`src/rtl/sixstep_pkg.sv`:
```
package sixstep_pkg;

    localparam int NPH   = 3;
    localparam int NSTEP = 6;
    localparam int SW    = $clog2(NSTEP);

    typedef logic [SW-1:0] step_idx_t;

    // one-hot phase selection per side: bit 0 = A, bit 1 = B, bit 2 = C
    typedef struct packed {
        logic [NPH-1:0] hi;
        logic [NPH-1:0] lo;
    } gate_sel_t;

    function automatic gate_sel_t step_sel(step_idx_t s);
        gate_sel_t g;
        case (s)
            SW'(0):  begin g.hi = 3'b001; g.lo = 3'b010; end
            SW'(1):  begin g.hi = 3'b001; g.lo = 3'b100; end
            SW'(2):  begin g.hi = 3'b010; g.lo = 3'b100; end
            SW'(3):  begin g.hi = 3'b010; g.lo = 3'b001; end
            SW'(4):  begin g.hi = 3'b100; g.lo = 3'b001; end
            SW'(5):  begin g.hi = 3'b100; g.lo = 3'b010; end
            default: begin g.hi = '0;     g.lo = '0;     end
        endcase
        return g;
    endfunction

    function automatic step_idx_t step_next(step_idx_t s);
        return (s == SW'(NSTEP - 1)) ? '0 : s + SW'(1);
    endfunction

endpackage

```
`src/rtl/sixstep_carrier.sv`:
```
module sixstep_carrier #(
    parameter int CNT_W      = 16,
    parameter int RST_PERIOD = 799
) (
    input  logic             clk,
    input  logic             rst,
    input  logic             run_en,
    input  logic             force_upd,
    input  logic [CNT_W-1:0] period_in,
    input  logic [CNT_W-1:0] duty_in,
    output logic             pwm_ref
);
    logic [CNT_W-1:0] cnt;
    logic [CNT_W-1:0] per_act;
    logic [CNT_W-1:0] cmp_act;
    logic             wrap;

    assign wrap    = run_en && (cnt >= per_act);
    assign pwm_ref = run_en && (cnt < cmp_act);

    always_ff @(posedge clk) begin
        if (rst) begin
            cnt     <= '0;
            per_act <= CNT_W'(RST_PERIOD);
            cmp_act <= '0;
        end else begin
            if (!run_en || wrap) begin
                cnt <= '0;
            end else begin
                cnt <= cnt + CNT_W'(1);
            end
            if (wrap || force_upd) begin
                per_act <= period_in;
                cmp_act <= duty_in;
            end
        end
    end
endmodule

```
`src/rtl/sixstep_sequencer.sv`:
```
module sixstep_sequencer
    import sixstep_pkg::*;
(
    input  logic      clk,
    input  logic      rst,
    input  logic      step_adv,
    input  logic      commute,
    output gate_sel_t active
);
    step_idx_t ptr;
    gate_sel_t shadow;
    step_idx_t ptr_nx;

    assign ptr_nx = step_next(ptr);

    always_ff @(posedge clk) begin
        if (rst) begin
            ptr    <= '0;
            shadow <= step_sel('0);
            active <= '0;
        end else begin
            if (step_adv) begin
                ptr    <= ptr_nx;
                shadow <= step_sel(ptr_nx);
            end
            if (commute) begin
                active <= shadow;
            end
        end
    end
endmodule

```
`src/rtl/sixstep_deadband.sv`:
```
module sixstep_deadband #(
    parameter int DT_W = 8
) (
    input  logic            clk,
    input  logic            rst,
    input  logic            req,
    input  logic [DT_W-1:0] dead,
    output logic            gate
);
    logic [DT_W-1:0] dly;

    // rising edge held back until the request has lasted 'dead' clocks
    assign gate = req && (dly >= dead);

    always_ff @(posedge clk) begin
        if (rst || !req) begin
            dly <= '0;
        end else if (dly < dead) begin
            dly <= dly + DT_W'(1);
        end
    end
endmodule

```
`src/rtl/sixstep_pwm.sv`:
```
module sixstep_pwm
    import sixstep_pkg::*;
#(
    parameter int CNT_W      = 16,
    parameter int DT_W       = 8,
    parameter int RST_PERIOD = 799
) (
    input  logic             clk,
    input  logic             rst,
    input  logic             run_en,
    input  logic             moe,
    input  logic [CNT_W-1:0] period_in,
    input  logic [CNT_W-1:0] duty_in,
    input  logic [DT_W-1:0]  dead_in,
    input  logic             force_upd,
    input  logic             step_adv,
    input  logic             commute,
    output logic [NPH-1:0]   gate_hi,
    output logic [NPH-1:0]   gate_lo
);
    logic      pwm_ref;
    logic      drive_ok;
    gate_sel_t active;

    assign drive_ok = moe && run_en;

    sixstep_carrier #(
        .CNT_W      (CNT_W),
        .RST_PERIOD (RST_PERIOD)
    ) u_carrier (
        .clk       (clk),
        .rst       (rst),
        .run_en    (run_en),
        .force_upd (force_upd),
        .period_in (period_in),
        .duty_in   (duty_in),
        .pwm_ref   (pwm_ref)
    );

    sixstep_sequencer u_seq (
        .clk      (clk),
        .rst      (rst),
        .step_adv (step_adv),
        .commute  (commute),
        .active   (active)
    );

    for (genvar p = 0; p < NPH; p++) begin : g_phase
        logic hi_req;
        logic lo_req;

        assign hi_req = drive_ok && active.hi[p] && pwm_ref;
        assign lo_req = drive_ok && active.lo[p];

        sixstep_deadband #(.DT_W(DT_W)) u_db_hi (
            .clk  (clk),
            .rst  (rst),
            .req  (hi_req),
            .dead (dead_in),
            .gate (gate_hi[p])
        );

        sixstep_deadband #(.DT_W(DT_W)) u_db_lo (
            .clk  (clk),
            .rst  (rst),
            .req  (lo_req),
            .dead (dead_in),
            .gate (gate_lo[p])
        );
    end
endmodule

```
`config.mk`:
```
export PLATFORM = sky130hd
export DESIGN_NAME = sixstep_pwm
export DESIGN_NICKNAME = d
export VERILOG_FILES = /design/src/rtl/sixstep_pkg.sv /design/src/rtl/sixstep_carrier.sv /design/src/rtl/sixstep_sequencer.sv /design/src/rtl/sixstep_deadband.sv /design/src/rtl/sixstep_pwm.sv
export SDC_FILE = /design/constraint.sdc
export NUM_CORES = 1
export LEC_CHECK = 0
export ABC_AREA = 1
export BUFFER_PORTS_ARGS = -buffer_cell sky130_fd_sc_hd__clkbuf_2
export CAP_MARGIN = 25
export CORE_UTILIZATION = 55
export DETAILED_ROUTE_END_ITERATION = 10
export HOLD_SLACK_MARGIN = 0.05
export PLACE_DENSITY = 0.83
export SLEW_MARGIN = 25
export SYNTH_ARGS = -nofsm -noshare
export SYNTH_HDL_FRONTEND = slang
export SYNTH_SLANG_ARGS = --single-unit
```
`constraint.sdc`:
```
create_clock -name clk -period 2.5 [get_ports clk]
set_input_delay 0.625 -clock clk [delete_from_list [all_inputs] [get_ports clk]]
set_output_delay 0.625 -clock clk [all_outputs]
set_load 0.02 [all_outputs]
```
### After elaboration in Yosys (flattened, before gate mapping)

Cells that the tools add are included.

* bits in registers: 111
* bits of input ports: 47
* output and inout port bits: 6
* logic and storage cells: 79

* $add $sub $neg: 8
* $lt $le $gt $ge: 14
* equal/unequal tests: 6
* muxes and demuxes: 2
* reductions and logical operators: 35

Operators by type and width (count)
* 8-bit by 1-bit adder with 8-bit output (second input constant): 6
* 8-bit greater-or-equal comparator: 6
* 8-bit less-than comparator: 6
* 6-bit case mux with 6 select lines: 1
* 1-bit logical AND: 18
* 16-bit by 1-bit adder with 16-bit output (second input constant): 1
* 16-bit greater-or-equal comparator: 1
* 16-bit less-than comparator: 1
* 3-bit == test (second input constant): 3
* 1-bit logical OR: 8
* 1-bit logical NOT: 7
* 3-bit by 2-bit == test with 1-bit output (second input constant): 2
* 3-bit by 1-bit adder with 3-bit output (second input constant): 1
* 3-bit by 1-bit == test with 1-bit output (second input constant): 1
* 3-bit logical NOT: 1
* 3-bit 2-to-1 mux: 1
* 2-bit OR reduction: 1

### Depth between registers and ports, before layout

Gate-level depths: netlist of run 1.

* depth in word-level cells: 5
* mapped depth: 16

### Cells and area by module

Synthesis of run 1 repeated with hierarchy kept, for this count alone.

* cell total of the unflattened synthesis: 1103
* area total of the unflattened synthesis: 7468.4 um^2

Modules (own cells, without submodules)
* sixstep_deadband: instances 6, cells each 105, area each 671.9 um^2, sequential area each 160.2 um^2
* sixstep_carrier: instances 1, cells each 383, area each 2798.9 um^2, sequential area each 960.9 um^2
* sixstep_sequencer: instances 1, cells each 77, area each 586.8 um^2, sequential area each 300.3 um^2
* sixstep_pwm: instances 1, cells each 13, area each 51.3 um^2, sequential area each 0.0 um^2

### Worst setup path after synthesis of run 1

No wires, ideal clock.

* kind: input to output
* start point: input port dead_in[5]
* end point: output port gate_lo[1]
* data arrival time: 2.039 ns
* data required time: 1.875 ns
* setup slack: -0.164 ns
* stages on the path: 11
* cell sequence: inv_1 ha_1 a21oi_1 nor2_1 a211oi_1 nand2_1 inv_1 o21ai_0 nand3_1 inv_1 buf_4

* longest elaborated chain between the ends: 2

Ends and longest elaborated chain
* from (decl): line sixstep_pwm.sv:14 `input logic [DT_W-1:0] dead_in,`
* 8-bit greater-or-equal comparator: line sixstep_deadband.sv:13 `assign gate = req && (dly >= dead);`
* 1-bit logical AND: line sixstep_deadband.sv:13
* to (decl): line sixstep_pwm.sv:19 `output logic [NPH-1:0] gate_lo`

No other way between the ends.

### Final worst setup path of run 1

* start point: input port dead_in[3]
* end point: output port gate_lo[2]

Same word-level chain as after synthesis.

==> results of run 1 <==
synthesized netlist by cell type, types with 3 or more instances:
library cell    n  area, um^2
nand2_1       216       810.8
inv_1         139       521.8
dfxtp_1       111        2222
a21oi_1        89       445.4
ha_1           86        1076
nor2_1         68       255.2
nand3_1        64       320.3
nor3_1         34       170.2
o21ai_0        32       160.2
xnor2_1        26       227.7
nand4_1        18       112.6
clkbuf_1       13       48.80
xor2_1         12       105.1
a21oi_2        10       87.58
buf_2           9       45.04
buf_4           6       45.04
o21a_1          6       45.04
nand3_2         5       50.05
nor2_2          4       25.02
nor3b_1         4       30.03
a211oi_1        3       22.52
buf_6           3       33.78
nand4_2         3       37.54
worst paths after layout:
check / start / to / slack (ps) / cells after the start
hold reg to reg: u_seq.shadow[0] / u_seq.shadow[0] / 470 / 2
setup reg to reg: g_phase[2].u_db_hi.dly[3] / g_phase[2].u_db_hi.dly[5] / 190 / 13
setup / recovery: dead_in[3] / gate_lo[2] / -360 / 12
hold / removal: period_in[2] / u_carrier.per_act[2] / 460 / 3
final cells by class:
class / instances / area, um^2 / area share, %
clock inverters: 6 / 98.84 / 1.102
repair buffers: 121 / 933.4 / 10.40
multi-input cells: 695 / 4723 / 52.64
well taps: 168 / 210.2 / 2.342
flip-flops and latches: 111 / 2222 / 24.76
inverters: 141 / 556.8 / 6.205
clock buffers: 10 / 229.0 / 2.552
what timing repair did:
item	CTS	global route
hold buffers	0	0
resized for setup	55	90
buffers inserted	8	10
hold endpoints to repair	0	0
pin swaps	17	39
endpoints found under the setup margin	6	14
power by group:
part           leakage, nW  switching (mW)  internal [mW]
sequential           0.906          0.0259           1.82
combinational         2.88           0.300          0.215
clock                0.157           0.749          0.899
layout by cell type (no fill, tap or decap), types with 3 or more instances in the layout:
master and instances:
nor2_2 10, buf_6 16, nand4_1 18, a21oi_2 25
nand2_2 10, ha_1 58, dfxtp_1 111, nand4_4 3
buf_8 3, o21ai_2 5, o21ai_1 6, nor2_4 6
nor2_1 58, nor3_1 33, buf_4 55, clkbuf_2 42
nand3_2 6, clkinvlp_4 7, a21oi_4 4, xnor2_1 26
inv_1 127, ha_4 28, xor2_1 12, inv_2 6
nand2_1 202, o21ai_0 22, buf_12 4, a21oi_1 70
nand3_1 63, o21a_1 6, nand2_4 6, clkbuf_16 9
nor3b_1 4
worst max-delay path: stages:
cell and delay, ps:
buf_6 80, clkinvlp_4 260, ha_4 390, nand2_4 50, o21ai_2 120, nand2_1 110
nand2_2 110, inv_2 40, o21ai_1 90, nand3_1 140, inv_1 110, buf_6 120
flip-flops by register name (all words and copies together) (netlist names):
name	cells
g_phase.u_db_hi.dly	24
g_phase.u_db_lo.dly	24
u_carrier.cmp_act	16
u_carrier.cnt	16
u_carrier.per_act	16
u_seq.active	6
u_seq.ptr	3
u_seq.shadow	6
per-layer routing:
| metal | vias to the layer above | part of all wire (%) | GRT usage [%] | wire (um) |
|---|---|---|---|---|
| li1 | 3391 | - | - | - |
| met1 | 3307 | 38 | 33.36 | 8380 |
| met2 | 436 | 46 | 47.07 | 10310 |
| met3 | 167 | 8.7 | 7.169 | 1923 |
| met4 | 0 | 7.0 | 11.26 | 1563 |
| met5 | - | 0 | 0 | 0 |
kinds of logic (layout without fill, tap and decap cells):
kind of cell | after synthesis | after routing | share of synthesized area, %
AO/OA/AOI/OAI | 144 | 144 | 11.26
XOR/XNOR | 38 | 38 | 4.738
adder cells (fa/ha/maj) | 86 | 86 | 15.32
buffers and inverters | 173 | 278 | 10.05
flip-flops | 111 | 111 | 31.64
AND/OR/NAND/NOR | 427 | 427 | 27.00
through the flow:
stage | power (mW) | worst slack [ps] | instances | TNS [ps] | cell area, um^2
after floorplan | 2.127 | -63.83 | 979 | -124.2 | 7074
after global placement | 2.256 | -211.5 | 1220 | -1032 | 7787
after detailed placement | 2.270 | -243.9 | 1220 | -1229 | 7787
after CTS | 3.891 | -188.9 | 1244 | -930.3 | 8533
after global routing | 4.121 | -445.7 | 1252 | -3028 | 8974
final | 4.010 | -361.8 | 1252 | -2062 | 8974
==> run_results.csv, run 1 <==
group,metric,value,unit
status,status,"finished with violations",
status,violations,"negative setup slack",
global_routing,grt_pass1_wl,29040,um
clock_network,cts-buffers-inserted,9,
clock_network,ctsHtreeMaxLevel,3,
synth,synth-edff-count,0,
die,die-area,13230,um^2
clock_network,clock-sinks,111,
routing,via_per_inst,5.831,
power,p_leak,3.948,nW
timing,slew_viol_final,0,
clock_network,clkLatencyLatePin,370,ps
die,core.rowCount,40,
layout,fill_cells,808,
global_routing,gr-usage-all-layers,27.71,%
placement,io_buffers,52,
die,die_h,115.0,um
timing,layout_min_cycle_time,2862,ps
timing,setup_viol,8,
routing,ant_nets,0,
synth,syn_inst,979,
layout,syn_to_final_growth,27.75,%
synth,async_flop_share,0,%
timing,rsz0062_at_grt,"yes",
worst_setup_path,cp_data_arrival_time,2240,ps
die,die_x,115.0,um
global_routing,grt_max_degree,25,
worst_setup_path,critical_path_class,"in2out",
layout,drive_gt1_share,23.71,%
placement,dpl.hpwl,11300,um
timing,finalCritPeriodShare,114.5,%
timing,max_freq,349.4,MHz
worst_setup_path,crit_required,1880,ps
layout,diodes,0,
clock_network,cts_tree,"built",
synth,synth_nets,1112,
clock_network,clockBufferDepth,2,
synth,syn_avg_cell_area,7.175,um^2
layout,post-route-util,73.48,%
die,io_pins,53,
synth,syn_area,7024,um^2
global_routing,grt-ovfl-total,0,
clock_network,cts_root_buf,"clkbuf_16",
routing,vias,7301,
global_routing,antenna_found_initial,0,
worst_hold_path,min_path_type,"in2reg",
synth,synth.ff_latch_count,111,
routing,drc,0,
synth,synth_cell_type_count,36,
timing,holdWs,460.8,ps
timing,hold_viol_final,0,
die,core,12210,um^2
synth,synth_warnings,0,
layout,layout.nets,1212,
worst_setup_path,start_kind,"input port",
synth,ys.flop_type,"dfxtp_1",
synth,yosysSeqAreaShare,31.64,%
timing,tightestPinTransition,458.2,ps
placement,routabilityCongestion,0.8526,
power,power_density,446.9,nW/um^2
power,peakVddDrop,420.2,uV
routing,dr.pass1.iters,6,
die,start_util,57.52,%
worst_setup_path,critPathMaxFanout,6,
timing,slew_headroom,69.22,%
timing,fin_skew,14.74,ps
worst_setup_path,end_kind,"output port",
job,maxCapViolations,0,
clock_network,clk_pin_slew,70,ps
global_routing,grt_pass1_vias,6299,
routing,initialDrtViolationCount,755,
routing,wirelength,22180,um
routing,wl_per_cell,17.71,um
timing,timing.final.ws_setup,-361.8,ps
No activity file was read; power rests on OpenSTA's default activity.
==> run 2, diff against run 1 <==
--- a/config.mk
+++ b/config.mk
@@ -5,7 +5,6 @@
 export SDC_FILE = /design/constraint.sdc
 export NUM_CORES = 1
 export LEC_CHECK = 0
-export ABC_AREA = 1
 export BUFFER_PORTS_ARGS = -buffer_cell sky130_fd_sc_hd__clkbuf_2
 export CAP_MARGIN = 25
 export CORE_UTILIZATION = 55
==> run_results.csv, run 2 <==
group,metric,value,unit
status,status,"finished with violations",
status,violations,"negative setup slack",
timing,slew_headroom,66.79,%
layout,diodes,0,
worst_setup_path,r2r-start,"u_carrier.cnt[0]",
layout,fill_cells,863,
layout,layout.nets,1022,
global_routing,grt_pass1_wl,25940,um
placement,routabilityCongestion,0.8505,
layout,largestRegisters,"g_phase.u_db_hi.dly (24), g_phase.u_db_lo.dly (24)",
layout,mostFrequentLayoutCells,"dfxtp_1, ha_1, nor2_1",
worst_setup_path,cpMostUsedCell,"buf_6",
worst_hold_path,min_path_type,"reg2reg",
routing,ant_nets,0,
worst_setup_path,crit_required,1880,ps
synth,syn_area,6882,um^2
synth,synth_area_leaders,"dfxtp_1, ha_1, mux2i_1",
layout,layout_commonest_cell,"dfxtp_1",
die,core,12110,um^2
placement,io_buffers,52,
routing,wirelength,16710,um
die,core.rowCount,40,
clock_network,cts-buffers-inserted,9,
worst_setup_path,r2r_end,"u_carrier.per_act[7]",
worst_setup_path,ff2ff_setup_slack,140,ps
synth,synth_top_area_share,32.29,%
routing,drc,0,
global_routing,grt_max_degree,52,
worst_setup_path,critPathSlowestCell,"ha_4",
global_routing,gr-usage-all-layers,25.42,%
worst_hold_path,hold_depth,2,
worst_setup_path,critPathMaxFanout,4,
die,start_util,56.82,%
placement,dpl.hpwl,11480,um
timing,layout_min_cycle_time,2875,ps
synth,syn_inst,787,
clock_network,clock-sinks,111,
synth,synth_nets,920,
timing,slew_viol_final,0,
timing,finalCritPeriodShare,115.0,%
clock_network,cts_root_buf,"clkbuf_16",
timing,rsz0062_at_grt,"yes",
power,p_leak,3.669,nW
worst_setup_path,cp_data_arrival_time,2250,ps
job,maxCapViolations,0,
clock_network,clockBufferDepth,2,
synth,yosysSeqAreaShare,32.29,%
power,power_density,438.2,nW/um^2
timing,timing.final.ws_setup,-375.0,ps
synth,synth_cell_type_count,49,
worst_setup_path,slowest_delay,270,ps
synth,synth_adder_area_share,15.64,%
global_routing,grt-ovfl-total,0,
die,io_pins,53,
synth,synth_common_cells,"dfxtp_1, ha_1, nor2_1",
layout,post-route-util,69.48,%
worst_setup_path,start_kind,"input port",
synth,yosysMostFrequentCell,"dfxtp_1",
power,total_power,3.688,mW
routing,dr.pass1.iters,5,
timing,setup_viol,6,
timing,holdWs,475.8,ps
synth,synthSimpleGateAreaFrac,25.04,%
worst_setup_path,reg2reg_depth,9,
global_routing,antenna_found_initial,0,
worst_setup_path,end_kind,"output port",
routing,vias,5836,
synth,syn_avg_cell_area,8.744,um^2
synth,synth_compound_area_share,9.545,%
power,peakVddDrop,456.2,uV
clock_network,clkLatencyLatePin,360,ps
synth,async_flop_share,0,%
worst_setup_path,crit_buf_inv,5,
routing,wl_per_cell,15.73,um
synth,ys.flop_type,"dfxtp_1",
worst_setup_path,cpLargestDelayFamily,"buffers and inverters",
die,die_h,113.9,um
routing,initialDrtViolationCount,380,
timing,tightestPinTransition,496.7,ps
clock_network,ctsHtreeMaxLevel,3,
synth,synth_warnings,0,
die,die_x,113.9,um
timing,hold_viol_final,0,
clock_network,cts_tree,"built",
worst_setup_path,critical_path_class,"in2out",
synth,synth.ff_latch_count,111,
clock_network,clk_pin_slew,70,ps
timing,fin_skew,8.889,ps
synth,synth-edff-count,0,
worst_hold_path,hold_start,"u_carrier.cmp_act[9]",
routing,via_per_inst,5.495,
layout,drive_gt1_share,23.27,%
synth,yosys.area.top_type,"dfxtp_1",
global_routing,grt_pass1_vias,5551,
synth,synth_top_family_by_area,"simple AND/OR/NAND/NOR gates",
die,die-area,12960,um^2
layout,syn_to_final_growth,22.29,%
worst_hold_path,whs_endpoint,"u_carrier.cmp_act[9]",
timing,max_freq,347.8,MHz
worst_setup_path,crit_chain,"buf_6, clkinvlp_4, buf_6, buf_4, ha_4, nand3_4, o221ai_4, a221oi_4, a21oi_2, clkbuf_8",
synth,synth_mux_area_share,6.545,%
synth,synth_xor_area_share,5.473,%
## run 2: metal layers
metal,track usage [%],vias up,share of wire [%]
met5,0,-,0
met4,12.03,0,3.8
met3,5.101,48,3.4
met2,45.33,139,51
met1,29.14,2708,42
li1,-,2941,-
## run 2: worst max-delay path by stage
stage / start / end / cells past startpoint
after CTS: dead_in[1] / gate_hi[2] / 11
after detailed placement: dead_in[1] / gate_lo[1] / 11
final: dead_in[1] / gate_lo[2] / 10
after global routing: dead_in[1] / gate_lo[2] / 10
after global placement: dead_in[1] / gate_lo[1] / 11
after floorplan: dead_in[1] / gate_lo[0] / 10
## run 2: cell families (layout without fill, tap and decap cells)
family | after synthesis | count (layout)
simple gates | 313 | 313
flops | 111 | 111
compound gates | 107 | 107
fa+ha+maj | 86 | 86
buf+inv | 82 | 189
mux | 45 | 45
xor+xnor | 43 | 43
## run 2: final cells by class
type | instances | area [um^2] | area share, %
inverter | 52 | 202.7 | 2.409
clock buffer | 10 | 229.0 | 2.721
clock inverter | 6 | 45.04 | 0.5352
timing repair buffer | 121 | 873.3 | 10.38
sequential | 111 | 2226 | 26.45
multi-input combinational | 594 | 4629 | 55.01
tap | 168 | 210.2 | 2.498
## run 2: through the flow
stage	cell area (um^2)	instances	setup slack, ps	setup TNS (ps)
detailed placement	7725	1035	-361.5	-3945
finish	8416	1062	-375.0	-1908
floorplan	6977	787	-176.4	-794.1
global route	8416	1062	-399.5	-2277
global placement	7725	1035	-299.8	-2697
CTS	8245	1057	-317.1	-1604
## run 2: report_power, final
part	internal, mW	switching (mW)
Combinational	0.222	0.247
Sequential	1.82	0.0373
Clock	0.683	0.682
Total	2.72	0.966
## run 2: what timing repair did
action,4_1_cts,5_1_grt
hold buffers,0,0
gates cloned,0,0
gates resized for setup,42,22
endpoints found under the setup margin,6,6
pin swaps,26,30
buffers inserted,6,5
## run 2: worst min-delay path, stage by stage, from the launching register on
cell      delay [ps]
dfxtp_1          310
nand2b_1          60
mux2i_1           60
